`src/rtl/dma_desc_preempt.sv`:
```
`timescale 1ns/1ps
module dma_desc_preempt #(
  parameter int NCH  = 4,
  parameter int AW   = 32,
  parameter int OW   = 16,
  parameter int MW   = 8,
  parameter int CW   = 12,
  parameter int RECS = 8,
  localparam int CHW = (NCH > 1) ? $clog2(NCH) : 1,
  localparam int IW  = (RECS > 1) ? $clog2(RECS) : 1
) (
  input  logic           clk,
  input  logic           rst_n,
  input  logic [NCH-1:0] req,
  input  logic [NCH-1:0] pre_en,
  output logic           rd_req,
  output logic [IW-1:0]  rd_idx,
  input  logic           rd_vld,
  input  logic [AW-1:0]  rd_saddr,
  input  logic [AW-1:0]  rd_daddr,
  input  logic [OW-1:0]  rd_soff,
  input  logic [OW-1:0]  rd_doff,
  input  logic [AW-1:0]  rd_slast,
  input  logic [AW-1:0]  rd_dlast,
  input  logic [MW-1:0]  rd_nmin,
  input  logic [CW-1:0]  rd_citer,
  input  logic [CW-1:0]  rd_biter,
  input  logic           rd_link,
  input  logic [IW-1:0]  rd_next,
  output logic           acc_vld,
  output logic [CHW-1:0] acc_ch,
  output logic           acc_pre,
  output logic [AW-1:0]  acc_src,
  output logic [AW-1:0]  acc_dst,
  input  logic           acc_done,
  output logic           wb_req,
  output logic [IW-1:0]  wb_idx,
  output logic [AW-1:0]  wb_saddr,
  output logic [AW-1:0]  wb_daddr,
  output logic [OW-1:0]  wb_soff,
  output logic [OW-1:0]  wb_doff,
  output logic [AW-1:0]  wb_slast,
  output logic [AW-1:0]  wb_dlast,
  output logic [MW-1:0]  wb_nmin,
  output logic [CW-1:0]  wb_citer,
  output logic [CW-1:0]  wb_biter,
  output logic           wb_link,
  output logic [IW-1:0]  wb_next
);

  typedef enum logic [2:0] {S_IDLE, S_RD, S_RW, S_RUN, S_WB} st_t;

  st_t st;
  logic cur, tgt, lnk, mend;
  logic [IW-1:0] rdi;

  logic [AW-1:0]  s_sa [2];
  logic [AW-1:0]  s_da [2];
  logic [OW-1:0]  s_so [2];
  logic [OW-1:0]  s_do [2];
  logic [AW-1:0]  s_sl [2];
  logic [AW-1:0]  s_dl [2];
  logic [MW-1:0]  s_nm [2];
  logic [MW-1:0]  s_rem[2];
  logic [CW-1:0]  s_ci [2];
  logic [CW-1:0]  s_bi [2];
  logic           s_lk [2];
  logic [IW-1:0]  s_nx [2];
  logic [CHW-1:0] s_ch [2];
  logic [1:0]     vset;

  logic [NCH-1:0] held, elig;
  logic [CHW-1:0] top;
  logic           any;

  function automatic logic [AW-1:0] sx(input logic [OW-1:0] v);
    return {{(AW-OW){v[OW-1]}}, v};
  endfunction

  always_comb begin
    held = '0;
    for (int i = 0; i < NCH; i++) begin
      if (vset[0] && s_ch[0] == CHW'(i)) held[i] = 1'b1;
      if (vset[1] && s_ch[1] == CHW'(i)) held[i] = 1'b1;
    end
    elig = req & ~held;
    top  = '0;
    any  = 1'b0;
    for (int i = 0; i < NCH; i++) begin
      if (elig[i]) begin
        top = CHW'(i);
        any = 1'b1;
      end
    end
  end

  logic last_pair, major_end, pre_ok;
  assign last_pair = s_rem[cur] <= MW'(1);
  assign major_end = s_ci[cur] <= CW'(1);
  assign pre_ok    = !cur && !vset[1] && pre_en[s_ch[0]] && any && (top > s_ch[0]);

  always_ff @(posedge clk or negedge rst_n) begin
    if (!rst_n) begin
      st   <= S_IDLE;
      cur  <= 1'b0;
      tgt  <= 1'b0;
      lnk  <= 1'b0;
      mend <= 1'b0;
      rdi  <= '0;
      vset <= '0;
      for (int k = 0; k < 2; k++) begin
        s_sa[k] <= '0; s_da[k] <= '0; s_so[k] <= '0; s_do[k] <= '0;
        s_sl[k] <= '0; s_dl[k] <= '0; s_nm[k] <= '0; s_rem[k] <= '0;
        s_ci[k] <= '0; s_bi[k] <= '0; s_lk[k] <= 1'b0; s_nx[k] <= '0;
        s_ch[k] <= '0;
      end
    end else begin
      unique case (st)
        S_IDLE: if (any) begin
          tgt     <= 1'b0;
          s_ch[0] <= top;
          rdi     <= IW'(top);
          st      <= S_RD;
        end
        S_RD: st <= S_RW;
        S_RW: if (rd_vld) begin
          if (lnk) begin
            s_sa[cur] <= rd_saddr; s_da[cur] <= rd_daddr;
            s_so[cur] <= rd_soff;  s_do[cur] <= rd_doff;
            s_sl[cur] <= rd_slast; s_dl[cur] <= rd_dlast;
            s_nm[cur] <= rd_nmin;  s_ci[cur] <= rd_citer;
            s_bi[cur] <= rd_biter; s_lk[cur] <= rd_link;
            s_nx[cur] <= rd_next;
            st        <= S_WB;
          end else begin
            s_sa[tgt]  <= rd_saddr; s_da[tgt] <= rd_daddr;
            s_so[tgt]  <= rd_soff;  s_do[tgt] <= rd_doff;
            s_sl[tgt]  <= rd_slast; s_dl[tgt] <= rd_dlast;
            s_nm[tgt]  <= rd_nmin;  s_ci[tgt] <= rd_citer;
            s_bi[tgt]  <= rd_biter; s_lk[tgt] <= rd_link;
            s_nx[tgt]  <= rd_next;
            s_rem[tgt] <= rd_nmin;
            vset[tgt]  <= 1'b1;
            cur        <= tgt;
            st         <= S_RUN;
          end
        end
        S_RUN: if (acc_done) begin
          s_rem[cur] <= s_rem[cur] - MW'(1);
          if (last_pair) begin
            if (major_end) begin
              s_sa[cur] <= s_sa[cur] + sx(s_so[cur]) + s_sl[cur];
              s_da[cur] <= s_da[cur] + sx(s_do[cur]) + s_dl[cur];
              s_ci[cur] <= s_bi[cur];
              mend      <= 1'b1;
            end else begin
              s_sa[cur] <= s_sa[cur] + sx(s_so[cur]);
              s_da[cur] <= s_da[cur] + sx(s_do[cur]);
              s_ci[cur] <= s_ci[cur] - CW'(1);
            end
            st <= S_WB;
          end else begin
            s_sa[cur] <= s_sa[cur] + sx(s_so[cur]);
            s_da[cur] <= s_da[cur] + sx(s_do[cur]);
            if (pre_ok) begin
              tgt     <= 1'b1;
              s_ch[1] <= top;
              rdi     <= IW'(top);
              st      <= S_RD;
            end
          end
        end
        S_WB: begin
          if (mend && s_lk[cur] && !lnk) begin
            lnk <= 1'b1;
            rdi <= s_nx[cur];
            st  <= S_RD;
          end else begin
            lnk       <= 1'b0;
            mend      <= 1'b0;
            vset[cur] <= 1'b0;
            if (cur) begin
              cur <= 1'b0;
              st  <= S_RUN;
            end else begin
              st  <= S_IDLE;
            end
          end
        end
        default: st <= S_IDLE;
      endcase
    end
  end

  assign rd_req   = st == S_RD;
  assign rd_idx   = rdi;
  assign acc_vld  = st == S_RUN;
  assign acc_ch   = s_ch[cur];
  assign acc_pre  = cur;
  assign acc_src  = s_sa[cur];
  assign acc_dst  = s_da[cur];
  assign wb_req   = st == S_WB;
  assign wb_idx   = IW'(s_ch[cur]);
  assign wb_saddr = s_sa[cur];
  assign wb_daddr = s_da[cur];
  assign wb_soff  = s_so[cur];
  assign wb_doff  = s_do[cur];
  assign wb_slast = s_sl[cur];
  assign wb_dlast = s_dl[cur];
  assign wb_nmin  = s_nm[cur];
  assign wb_citer = s_ci[cur];
  assign wb_biter = s_bi[cur];
  assign wb_link  = s_lk[cur];
  assign wb_next  = s_nx[cur];

  a_r9_pair_boundary: assert property (@(posedge clk) disable iff (!rst_n)
    acc_vld && !acc_done |=> acc_vld);

  a_r7_pre_needs_enable: assert property (@(posedge clk) disable iff (!rst_n)
    (rd_req && tgt && !lnk) |-> (vset[0] && pre_en[s_ch[0]] && s_ch[1] > s_ch[0]));

  a_r11_one_level: assert property (@(posedge clk) disable iff (!rst_n)
    (acc_vld && acc_pre && acc_done && s_rem[1] > MW'(1)) |=> (acc_vld && acc_pre));

  a_r4_wb_single: assert property (@(posedge clk) disable iff (!rst_n)
    wb_req |=> !wb_req);

  a_r5_reload: assert property (@(posedge clk) disable iff (!rst_n)
    (wb_req && mend && !lnk) |-> (wb_citer == wb_biter));

  a_r10_resume: assert property (@(posedge clk) disable iff (!rst_n)
    (wb_req && acc_pre && !(mend && s_lk[1] && !lnk)) |=> (acc_vld && !acc_pre && !rd_req));

  a_r2_exclusive: assert property (@(posedge clk) disable iff (!rst_n)
    !(acc_vld && (rd_req || wb_req)));

endmodule

```
`config.mk`:
```
export PLATFORM = sky130hd
export DESIGN_NAME = dma_desc_preempt
export DESIGN_NICKNAME = d
export VERILOG_FILES = /design/src/rtl/dma_desc_preempt.sv
export SDC_FILE = /design/constraint.sdc
export NUM_CORES = 1
export LEC_CHECK = 0
export BUFFER_PORTS_ARGS = -buffer_cell sky130_fd_sc_hd__buf_2
export CAP_MARGIN = 20
export CORE_AREA = 2 2 247 249
export CTS_BUF_LIST = sky130_fd_sc_hd__clkbuf_4 sky130_fd_sc_hd__clkbuf_8 sky130_fd_sc_hd__clkbuf_16
export CTS_CLUSTER_SIZE = 28
export DETAILED_ROUTE_END_ITERATION = 10
export DIE_AREA = 0 0 249 251
export PLACE_DENSITY = 0.72
export SLEW_MARGIN = 10
export SYNTH_ARGS = -nofsm -noshare
export SYNTH_HDL_FRONTEND = slang
export SYNTH_SLANG_ARGS = --single-unit
```
`constraint.sdc`:
```
create_clock -name clk -period 13.2 [get_ports clk]
set_clock_uncertainty 0.2 [all_clocks]
set_input_delay 1.32 -clock clk [delete_from_list [all_inputs] [get_ports clk]]
set_output_delay 1.32 -clock clk [all_outputs]
set_load 0.02 [all_outputs]
```
==> reports/results.txt <==
The mean number of vias per cell came out at 6.15. The tools report the startpoint of the lowest-slack hold path as s_do[30]. The number of buffers added on ports is 478, and the CTS clock-pin slew for the worst setup and hold paths is 60 ps. Measured in cells, the most critical reg-to-reg path has a length of 21. Most area-hungry cell type in the Yosys netlist: sky130_fd_sc_hd__dfrtp_1. The pre-antenna-repair detailed-routing pass consisted of 6 iterations.

Counting the buffers created by CTS gives 49. The max-slew violation total from the final report is 0, and the post-synthesis to final-layout area growth is 14.0%. The utilization after layout is 0.568, and the final-report hold violation count is 0.

For this run, the number of Yosys warnings is 0. Maximum fanout along the worst path: 140. In this run the count of I/O pins placed on the die edge is 480.

Prior to clock tree synthesis, the placed netlist has a worst setup slack of 5960 ps. Critical path start-end classification: reg -> reg. TritonCTS built the clock tree. For the synthesized instance count, the log shows 3397. After synthesis, the mean cell area works out to 8.76 um2. Summed over all layers, the global routing overflow is 0. In this run the horizontal extent of the chip is 249 um. Via count of the first global-routing pass: 26400. The final worst-path setup slack was 5780 ps. The distinct cell type count after synthesis is 90, and the global-route wire length before repair is 159000 um.

The run gives 0 as the count of antenna-violating nets left after detailed routing. The total number of placement rows is 90. Setup repair after global routing left no endpoint under its margin.

The routed layout has 27900 vias. The congestion estimate from routability-driven global placement came to 0.991. For the fraction of the yosys area taken by sequential cells, the log shows 0.357. The run finished with clean final reports. Remaining design rule violation count: 0. The post-synthesis instance area was 0.0298 mm2. STA classifies the critical path startpoint as a flip-flop.

After clock tree synthesis, the setup repair step added 0 buffers. The area share of the largest cell type after synthesis is 0.357. Path type of the worst min-delay path: reg -> reg.

The wire-length estimate of the detail-placed layout is 74000 um. The tools report the routed wire length as 105000 um. Data arrives at the worst endpoint at 7670 ps.

The share of synthesized registers carrying an async set or reset is 1.00. In the synthesized netlist the dominant register cell turns out to be sky130_fd_sc_hd__dfrtp_1. The number of antenna violations at the first check in global routing is 29. The worst hold path passes through 2 cells. For the total of cells resized after clock tree synthesis, the log shows 0.

In the final routed layout, each cell accounts on average for 23.1 um. Based on the critical path, the design can be clocked at up to 135 MHz. Count of maximum capacitance violations: 0.

STA classifies the critical path endpoint as a flip-flop. The post-layout minimum cycle time was 7420 ps. The final net count was 4042; the number of enable-type register cells in the synthesized netlist was 0.

The starting utilization of the core area came out at 0.498. Setup violations remaining at the end of the flow were counted as 0. The worst hold path terminates at s_do[30]. The hold buffer count at cts is 0. At the worst endpoint, the required time is 13450 ps.

In the layout the commonest cells are 590 x sky130_fd_sc_hd__nand2_1, 477 x sky130_fd_sc_hd__buf_2, 423 x sky130_fd_sc_hd__dfrtp_1, 320 x sky130_fd_sc_hd__mux2_2, 318 x sky130_fd_sc_hd__a21oi_1. The maximum number of pins on one net before global-route repair was 141; the maximum clock path buffer count was 3. Sorting the synthesized cells by area gives the leading types as sky130_fd_sc_hd__dfrtp_1 36%, sky130_fd_sc_hd__mux2_2 12%, sky130_fd_sc_hd__nand2_1 7.5%, sky130_fd_sc_hd__ha_1 5.6%, sky130_fd_sc_hd__a21oi_1 5.4%. The post-route clock period utilization was 0.562; the overall routing resource usage was 0.325. Adding up every negative setup slack in the final design gives 0 ps.

For the count of clock tree sinks, the log shows 424. In this run the critical register-to-register path is launched from acc_pre. The actual slew at the worst max-slew pin was 1060 ps. Leaving out fill and tap cells, the most frequent cell in the layout is sky130_fd_sc_hd__nand2_1. The die is 251 um tall. The headroom to the max-slew limit is 0.294, and the ratio of cells with drive above 1 in the final layout is 0.262.

The number of nets in the synthesized netlist was 3743. The cell sitting at the root of the clock tree is a sky130_fd_sc_hd__clkbuf_16. The synthesis-stage register bit count is 424, and the die footprint is 0.0625 mm2. The number of H-tree levels was 2. The worst register-to-register path has a setup slack of 5780 ps.

The logs give 2641 for the DRC marker count from the first detailed-route iteration and 600 ps for the clock latency on the worst-skew pair. The floorplan step defined a core boundary enclosing 0.0598 mm2. Capture point of the worst reg-to-reg path: s_sa[59].
## critical path, stage by stage, from the launching register on
cell,delay [ps]
sky130_fd_sc_hd__dfrtp_4,770
sky130_fd_sc_hd__buf_12,640
sky130_fd_sc_hd__mux2_2,440
sky130_fd_sc_hd__ha_1,250
sky130_fd_sc_hd__fa_1,410
sky130_fd_sc_hd__a21oi_1,200
sky130_fd_sc_hd__o2bb2ai_1,150
sky130_fd_sc_hd__o31a_1,380
sky130_fd_sc_hd__a21boi_0,510
sky130_fd_sc_hd__o21ai_0,190
sky130_fd_sc_hd__xor2_1,190
sky130_fd_sc_hd__ha_1,390
sky130_fd_sc_hd__a211oi_1,330
sky130_fd_sc_hd__o211ai_1,180
sky130_fd_sc_hd__a221oi_1,350
sky130_fd_sc_hd__o21ai_0,140
sky130_fd_sc_hd__a31oi_1,340
sky130_fd_sc_hd__o21ai_0,250
sky130_fd_sc_hd__xor2_1,190
sky130_fd_sc_hd__mux2_2,290
sky130_fd_sc_hd__a222oi_1,260
sky130_fd_sc_hd__o31ai_1,120
## stage by stage
stage / area, um2 / cells / hold slack, ps
final: 33900 / 4533 / 267
after global routing: 33900 / 4527 / 290
after CTS: 33900 / 4514 / 273
after detailed placement: 32200 / 4426 / 258
after global placement: 32200 / 4426 / 254
after floorplan: 29800 / 3397 / 242
## registers in the layout (all words and copies together), names as in the netlist
| register | cells |
|---|---|
| s_da | 64 |
| s_dl | 64 |
| s_sa | 64 |
| s_sl | 64 |
| s_do | 32 |
| s_so | 32 |
| s_bi | 24 |
| s_ci | 24 |
| s_nm | 16 |
| s_rem | 16 |
| s_nx | 6 |
| s_ch | 4 |
| rd_idx | 3 |
| st | 3 |
| s_lk | 2 |
| vset | 2 |
| acc_pre | 1 |
| lnk | 1 |
| mend | 1 |
| tgt | 1 |
## cell type report
type / instances / area [um2]
diodes: 18 / 45.0
clock buffers: 69 / 1440
clock inverters: 19 / 238
fillers: 5422 / 25900
inverters: 56 / 214
multi-input cells: 2648 / 17700
flip-flops and latches: 424 / 10600
well taps: 782 / 978
repair buffers: 517 / 2730
## kinds of logic after synthesis
kind of cell,after synthesis,synth area share
other,1,0.000126
xor gates and xnor gates,125,0.0382
buffers and inverters,325,0.0534
muxes,355,0.134
DFF,424,0.357
AOI/OAI and AO/OA,962,0.207
and+or+nand+nor,1067,0.152
adders and majority gates,138,0.0590
## routing by layer
metal | track usage | up-vias | wire length, um
li1 | - | 12800 | -
met1 | 0.435 | 13300 | 43300
met2 | 0.479 | 1429 | 44800
met3 | 0.0944 | 289 | 11200
met4 | 0.166 | 16 | 5380
met5 | 0 | - | 105
## cell usage after synthesis, types with 7 or more instances
| cell | n |
|---|---|
| sky130_fd_sc_hd__or3_1 | 9 |
| sky130_fd_sc_hd__and2_1 | 9 |
| sky130_fd_sc_hd__clkbuf_1 | 125 |
| sky130_fd_sc_hd__o221ai_1 | 11 |
| sky130_fd_sc_hd__a22o_1 | 19 |
| sky130_fd_sc_hd__nand2_1 | 593 |
| sky130_fd_sc_hd__and3_1 | 24 |
| sky130_fd_sc_hd__a21o_1 | 67 |
| sky130_fd_sc_hd__o31a_1 | 7 |
| sky130_fd_sc_hd__o211ai_1 | 27 |
| sky130_fd_sc_hd__a21oi_1 | 320 |
| sky130_fd_sc_hd__xor2_1 | 58 |
| sky130_fd_sc_hd__buf_4 | 73 |
| sky130_fd_sc_hd__o22ai_1 | 25 |
| sky130_fd_sc_hd__dfrtp_1 | 424 |
| sky130_fd_sc_hd__nand3_1 | 66 |
| sky130_fd_sc_hd__o21ai_1 | 24 |
| sky130_fd_sc_hd__nor2_1 | 246 |
| sky130_fd_sc_hd__o21bai_1 | 12 |
| sky130_fd_sc_hd__mux2_2 | 320 |
| sky130_fd_sc_hd__o31ai_1 | 18 |
| sky130_fd_sc_hd__ha_1 | 134 |
| sky130_fd_sc_hd__nand4_1 | 8 |
| sky130_fd_sc_hd__nor2b_1 | 20 |
| sky130_fd_sc_hd__a221oi_1 | 56 |
| sky130_fd_sc_hd__buf_1 | 19 |
| sky130_fd_sc_hd__o21a_1 | 24 |
| sky130_fd_sc_hd__nor3_1 | 37 |
| sky130_fd_sc_hd__inv_1 | 53 |
| sky130_fd_sc_hd__buf_2 | 47 |
| sky130_fd_sc_hd__nand2b_1 | 24 |
| sky130_fd_sc_hd__xnor2_1 | 64 |
| sky130_fd_sc_hd__a22oi_1 | 35 |
| sky130_fd_sc_hd__a211oi_1 | 23 |
| sky130_fd_sc_hd__a222oi_1 | 12 |
| sky130_fd_sc_hd__a31oi_1 | 58 |
| sky130_fd_sc_hd__mux2i_1 | 31 |
| sky130_fd_sc_hd__o21ai_0 | 158 |
## worst max-delay path by stage
| stage | endpoint | slack [ps] | depth (start not counted) | startpoint |
|---|---|---|---|---|
| 4_1_cts | s_sa[27] | 5960 | 21 | acc_pre |
| 5_1_grt | s_sa[27] | 5410 | 21 | acc_pre |
| 3_3_place_gp | s_sa[59] | 6180 | 21 | acc_pre |
| 3_5_place_dp | s_sa[27] | 5960 | 21 | acc_pre |
| 2_1_floorplan | s_sa[59] | 6000 | 29 | acc_pre |
| 6_report | s_sa[59] | 5780 | 21 | acc_pre |
Power is left out: the tool's default activity adds up to more than one toggle a clock period on the data nets, which glitch-free logic cannot reach.
